## src/rtl/tsc_pkg.sv

```systemverilog
package tsc_pkg;
  typedef enum logic [2:0] {
    SM_FREE   = 3'd0,
    SM_ENC_A  = 3'd1,
    SM_ENC_B  = 3'd2,
    SM_ENC_AB = 3'd3,
    SM_CLEAR  = 3'd4,
    SM_GATED  = 3'd5,
    SM_START  = 3'd6,
    SM_EXTCLK = 3'd7
  } slave_mode_e;
endpackage

```

## src/rtl/tsc_sync.sv

```systemverilog
// Two-stage synchroniser plus one history stage for edge detection.
module tsc_sync #(
  parameter int W = 6
) (
  input  logic         clk,
  input  logic         rst_n,
  input  logic [W-1:0] async_i,
  output logic [W-1:0] lvl_o,
  output logic [W-1:0] prev_o
);
  logic [W-1:0] meta_q;

  for (genvar i = 0; i < W; i++) begin : g_bit
    always_ff @(posedge clk or negedge rst_n) begin
      if (!rst_n) begin
        meta_q[i] <= 1'b0;
        lvl_o[i]  <= 1'b0;
        prev_o[i] <= 1'b0;
      end else begin
        meta_q[i] <= async_i[i];
        lvl_o[i]  <= meta_q[i];
        prev_o[i] <= lvl_o[i];
      end
    end
  end
endmodule

```

## src/rtl/tsc_mode_dec.sv

```systemverilog
// Mode decoder: turns synchronised levels and edges into registered strobes.
module tsc_mode_dec
  import tsc_pkg::*;
(
  input  logic        clk,
  input  logic        rst_n,
  input  logic        en,
  input  slave_mode_e mode,
  input  logic        sw_down,
  input  logic        a_lvl,
  input  logic        a_tog,
  input  logic        b_lvl,
  input  logic        b_tog,
  input  logic        t_lvl,
  input  logic        t_rise,
  output logic        step_q,
  output logic        down_q,
  output logic        clr_q,
  output logic        start_q
);
  logic started_q, started_d;
  logic step_d, down_d, clr_d, start_d;
  logic a_down, b_down;

  // quadrature rule: A edge is up when A != B afterwards, B edge when A == B
  assign a_down = ~(a_lvl ^ b_lvl);
  assign b_down = a_lvl ^ b_lvl;

  always_comb begin
    step_d    = 1'b0;
    down_d    = sw_down;
    clr_d     = 1'b0;
    start_d   = 1'b0;
    started_d = 1'b0;
    unique case (mode)
      SM_FREE:   step_d = en;
      SM_ENC_A: begin
        down_d = down_q;
        if (en && a_tog) begin
          step_d = 1'b1;
          down_d = a_down;
        end
      end
      SM_ENC_B: begin
        down_d = down_q;
        if (en && b_tog) begin
          step_d = 1'b1;
          down_d = b_down;
        end
      end
      SM_ENC_AB: begin
        down_d = down_q;
        if (en && (a_tog ^ b_tog)) begin
          step_d = 1'b1;
          down_d = a_tog ? a_down : b_down;
        end
      end
      SM_CLEAR:  clr_d  = en && t_rise;
      SM_GATED:  step_d = en && t_lvl;
      SM_START: begin
        started_d = en && (started_q || t_rise);
        start_d   = en && !started_q && t_rise;
        step_d    = en && started_q;
      end
      SM_EXTCLK: step_d = en && t_rise;
      default: ;
    endcase
  end

  always_ff @(posedge clk or negedge rst_n) begin
    if (!rst_n) begin
      step_q    <= 1'b0;
      down_q    <= 1'b0;
      clr_q     <= 1'b0;
      start_q   <= 1'b0;
      started_q <= 1'b0;
    end else begin
      step_q    <= step_d;
      down_q    <= down_d;
      clr_q     <= clr_d;
      start_q   <= start_d;
      started_q <= started_d;
    end
  end
endmodule

```

## src/rtl/tsc_counter.sv

```systemverilog
// Up/down counter with auto-reload limit.
module tsc_counter #(
  parameter int CW = 16
) (
  input  logic          clk,
  input  logic          rst_n,
  input  logic          step,
  input  logic          down,
  input  logic          clr,
  input  logic [CW-1:0] reload,
  output logic [CW-1:0] count
);
  localparam logic [CW-1:0] ZERO = '0;
  localparam logic [CW-1:0] ONE  = CW'(1);

  always_ff @(posedge clk or negedge rst_n) begin
    if (!rst_n) begin
      count <= ZERO;
    end else if (clr) begin
      count <= ZERO;
    end else if (step) begin
      if (down) count <= (count == ZERO) ? reload : count - ONE;
      else      count <= (count >= reload) ? ZERO : count + ONE;
    end
  end
endmodule

```

## src/rtl/tmr_slave_ctrl.sv

```systemverilog
module tmr_slave_ctrl
  import tsc_pkg::*;
#(
  parameter int CW    = 16,
  parameter int NTRIG = 4,
  localparam int SEL_W = $clog2(NTRIG)
) (
  input  logic             clk,
  input  logic             rst_n,
  input  logic             cnt_en,
  input  logic [2:0]       slave_mode,
  input  logic [SEL_W-1:0] trig_sel,
  input  logic             sw_down,
  input  logic             enc_a,
  input  logic             enc_b,
  input  logic [NTRIG-1:0] trig_in,
  input  logic [CW-1:0]    reload,
  output logic             step_o,
  output logic             down_o,
  output logic             clr_o,
  output logic             start_o,
  output logic [CW-1:0]    count_o
);
  localparam int NIN = NTRIG + 2;

  logic [NIN-1:0]   lvl, prev;
  logic [NTRIG-1:0] t_lvl_v, t_prev_v;
  logic             t_lvl, t_rise;

  tsc_sync #(.W(NIN)) u_sync (
    .clk    (clk),
    .rst_n  (rst_n),
    .async_i({trig_in, enc_b, enc_a}),
    .lvl_o  (lvl),
    .prev_o (prev)
  );

  assign t_lvl_v  = lvl[NIN-1:2];
  assign t_prev_v = prev[NIN-1:2];
  assign t_lvl    = t_lvl_v[trig_sel];
  assign t_rise   = t_lvl_v[trig_sel] & ~t_prev_v[trig_sel];

  tsc_mode_dec u_dec (
    .clk    (clk),
    .rst_n  (rst_n),
    .en     (cnt_en),
    .mode   (slave_mode_e'(slave_mode)),
    .sw_down(sw_down),
    .a_lvl  (lvl[0]),
    .a_tog  (lvl[0] ^ prev[0]),
    .b_lvl  (lvl[1]),
    .b_tog  (lvl[1] ^ prev[1]),
    .t_lvl  (t_lvl),
    .t_rise (t_rise),
    .step_q (step_o),
    .down_q (down_o),
    .clr_q  (clr_o),
    .start_q(start_o)
  );

  tsc_counter #(.CW(CW)) u_cnt (
    .clk   (clk),
    .rst_n (rst_n),
    .step  (step_o),
    .down  (down_o),
    .clr   (clr_o),
    .reload(reload),
    .count (count_o)
  );
endmodule

```

## config.mk

```make
export PLATFORM = sky130hd
export DESIGN_NAME = tmr_slave_ctrl
export DESIGN_NICKNAME = d
export VERILOG_FILES = /design/src/rtl/tsc_pkg.sv /design/src/rtl/tsc_sync.sv /design/src/rtl/tsc_mode_dec.sv /design/src/rtl/tsc_counter.sv /design/src/rtl/tmr_slave_ctrl.sv
export SDC_FILE = /design/constraint.sdc
export NUM_CORES = 1
export LEC_CHECK = 0
export ABC_CLOCK_PERIOD_IN_PS = 2600
export CAP_MARGIN = 0
export CORE_UTILIZATION = 53
export DETAILED_ROUTE_END_ITERATION = 8
export PLACE_DENSITY_LB_ADDON = 0.12
export SYNTH_ARGS = -nofsm -noshare
export SYNTH_HDL_FRONTEND = slang
export SYNTH_HIERARCHICAL = 1
export SYNTH_SLANG_ARGS = --single-unit
```

## constraint.sdc

```tcl
create_clock -name clk -period 2.6 [get_ports clk]
set_input_delay 0.26 -clock clk [delete_from_list [all_inputs] [get_ports clk]]
set_output_delay 0.26 -clock clk [all_outputs]
set_load 0.005 [all_outputs]
```

==> summary.md <==
| Metric | Value |
|---|---|
| Status | `completed` |
| Worst Hold Class | `input pin to async pin` |
| Final net count | `approximately 430` |
| Number of synthesized flops with an enable pin | `0` |
| Overall Global Routing Usage | `27.6%` |
| Mapped Area | `2830 µm²` |
| Seq/Total Area, Yosys | `approximately 34%` |
| Slew headroom | `40.4%` |
| Period utilisation layout | `95.3%` |
| Final HPWL DP | `5280 µm` |
| Clock Path Buffers | `2` |
| Max incr delay on CP | `0.50 ns` |
| 1st-pass router iterations | `5` |
| Fmax | `404 MHz` |
| Starting density of the core | `55.1%` |
| Total Power | `between 0.003 and 0.004 W` |
| I/O pins | `51` |
| Worst path bufs/invs | `1` |
| GRT overflow | `0` |
| RSZ-0062 raised after global routing | `false` |
| Lkg Pwr | `1.50 nW` |
| Power per cell area | `857 nW/µm²` |
| Top Family by Delay on Critical Path | `simple AND/OR/NAND/NOR gates` |
| Most common cell after layout, fill and taps aside | `clkdlybuf4s50_1` |
| Peak VDD IR | `0.000582 V` |
| Initial antenna violation count | `0` |
| Post-route DRC violation count | `0` |
| Share of cells above drive strength 1 | `12.5%` |
| Root Buffer | `clkbuf_8` |
| Synth warnings | `6` |
| Ys flop type | `dfrtp_1` |
| DP Worst Slack | `-0.128 ns` |
| Final Hold Vio Count | `0` |
| Area growth syn-to-layout | `25.8%` |
| CP Launch Point | `u_cnt/count[4]$_DFFE_PN0P_` |
| Post-Route Skew | `0.00947 ns` |
| Dpl cell area | `roughly 3500 µm²` |
| Synth Net Count | `372` |
| Pin count of the biggest net entering global routing | `40` |
| Worst path slowest cell | `or2_2` |
| Most frequent cells in the layout | `clkdlybuf4s50_1, dfrtp_1, nand2_1` |
| Reg2Reg Launch Point | `u_cnt/count[4]$_DFFE_PN0P_` |
| Vias in the first global route | `roughly 2.3k` |
| Post-Route Utilization | `69.4%` |
| CP Class | `flip-flop to flip-flop` |
| Element type at the critical path start | `flip-flop` |
| Max-slew violations | `0` |
| Die Area | `5640 µm²` |
| Worst Path Arrival | `2.65 ns` |
| CP Cell Sequence | `buf_4 > nor4_1 > nand4b_1 > or2_2 > o311ai_1 > a211o_1 > o211ai_1` |
| Clock sinks | `39` |
| Number of H-tree levels | `2` |
| WL per Instance | `between 15 and 20 µm` |
| Critical Path RT | `around 2.8 ns` |
| Detailed Route Iter0 Violations | `230` |
| Max-cap violations | `0` |
| Pin slew with the least headroom to its limit | `0.894 ns` |
| Antenna diode count | `0` |
| Avg Inst Size Synth | `8.80 µm²` |
| Skew-Pair Late Insertion Delay | `roughly 0.30 ns` |
| Hold Slack | `about 0.076 ns` |
| Min cycle time layout | `2.48 ns` |
| CTS tree | `done` |
| Placer's final routability congestion estimate | `0.898` |
| Quantity of I/O buffers inserted on ports | `50` |
| PnR worst setup slack | `0.122 ns` |
| Die boundary width | `75.1 µm` |
| Number of buffers created by CTS | `5` |
| Setup violators final | `0` |
| Post-Route WL | `between 7000 and 8000 µm` |
| Clock transition at the registers of the reported paths | `0.09 ns` |
| Via Count | `roughly 2.7k` |
| Async SR Flop Fraction | `100%` |
| Vias per inst | `5.93` |
| Global-route wire length before repair | `around 11,000 µm` |
| Flop and latch count out of synthesis | `39` |
| Core ar. | `5140 µm²` |
| Syn Inst Count | `322` |
| Area of all placed cells without fillers | `about 3600 µm²` |
| Largest fanout on the critical path | `18` |
| Antenna viol nets, final | `0` |
| Post-CTS Setup Bufs | `0` |
| Worst setup EP type | `flip-flop` |
| Chip Height | `75.1 µm` |
| Cell Rows | `26` |
| Post-synth cell types | `62` |
==> routing by layer <==
layer	global-route usage [%]	routed length [µm]	up-vias
met2	41.8	3310	133
met4	9.01	172	0
li1	-	-	1295
met5	0	0	-
met1	40.4	3310	1235
met3	4.28	527	22
==> worst paths after layout <==
path | to | slack [ns] | depth (start not counted)
setup reg to reg | u_cnt/count[3]$_DFFE_PN0P_ | 0.12 | 7
min in group clk | u_sync/lvl_o[1]$_DFF_PN0_ | 0.35 | 0
hold / removal | u_cnt/count[0]$_DFFE_PN0P_ | 0.08 | 1
hold reg to reg | u_sync/lvl_o[1]$_DFF_PN0_ | 0.35 | 0
max in group asynchronous | u_sync/lvl_o[0]$_DFF_PN0_ | 1.95 | 1
setup / recovery | u_cnt/count[3]$_DFFE_PN0P_ | 0.12 | 7
==> logic make-up (layout without fill, tap and decap cells) <==
logic type	after synthesis	in the layout	synth area share (%)
mux	4	4	2.34
buf+inv	44	105	7.51
compound gates	86	86	21.9
xor+xnor	15	15	4.64
simple gates	115	115	20.8
fa+ha+maj	19	19	8.39
flops	39	39	34.4
==> worst register-to-register path, cell delays in order, from the launching register on <==
cell and delay (ns):
dfrtp_1 0.39, buf_4 0.17, nor4_1 0.47, nand4b_1 0.24, or2_2 0.50, o311ai_1 0.36, a211o_1 0.15, o211ai_1 0.09
==> Yosys cell counts (2+ instances only) <==
cell | count | area share [%]
dfrtp_1 | 39 | 34
nand2_1 | 29 | 3.8
inv_1 | 23 | 3.0
nor2_1 | 20 | 2.6
ha_1 | 19 | 8.4
a21oi_1 | 16 | 2.8
o21ai_0 | 16 | 2.8
clkbuf_1 | 13 | 1.7
nand3_1 | 13 | 2.3
nor3_1 | 10 | 1.8
xnor2_1 | 10 | 3.1
o211ai_1 | 9 | 2.4
or3_1 | 9 | 2.0
nand4_1 | 5 | 1.1
xor2_1 | 5 | 1.5
a211o_1 | 4 | 1.2
nor2b_1 | 4 | 0.88
nor3b_1 | 4 | 1.1
nor4_1 | 4 | 0.88
or2_2 | 4 | 0.88
a211oi_1 | 3 | 0.79
a22oi_1 | 3 | 0.79
a311oi_1 | 3 | 0.93
buf_6 | 3 | 1.2
nand2b_1 | 3 | 0.66
o2111ai_1 | 3 | 0.93
o31ai_1 | 3 | 0.79
a2111o_1 | 2 | 0.79
a21o_1 | 2 | 0.53
a31oi_1 | 2 | 0.44
a41o_1 | 2 | 0.71
and2_1 | 2 | 0.44
mux4_2 | 2 | 1.6
o22ai_1 | 2 | 0.44
o311a_1 | 2 | 0.71
o311ai_0 | 2 | 0.62
or4_1 | 2 | 0.53
==> flip-flops by register name, indices dropped and copies added (netlist names) <==
name             count
u_dec/down_q         1
u_dec/start_q        1
u_dec/step_q         1
u_dec/started_q      1
u_sync/prev_o        6
u_dec/clr_q          1
u_sync/meta_q        6
u_cnt/count         16
u_sync/lvl_o         6
==> cell type report <==
cell class	instances	area [µm²]
fill	465	1580
timing repair buffer	72	661
sequential	39	976
clock inverter	3	23.8
tap	70	87.6
multi-input combinational	239	1650
inverter	25	93.8
clock buffer	5	68.8
==> where the power goes <==
part	internal (W)	total, W	switching, W
combinational	0.000859	0.00179	0.000927
clock	0.000192	0.000427	0.000235
sequential	0.000729	0.000844	0.000115
total	0.00178	0.00306	0.00128
==> through the flow <==
step,std cells,TNS (ns)
global placement,445,-0.0836
finish,453,0
global route,453,0
CTS,453,0
floorplan,322,0
detailed placement,445,-0.461
==> what timing repair did <==
action / CTS / global route
endpoints found under the setup margin: 0 / 8
resized for setup: 0 / 3
hold buffers: 0 / 0
Power figures use the tool's default switching activity.
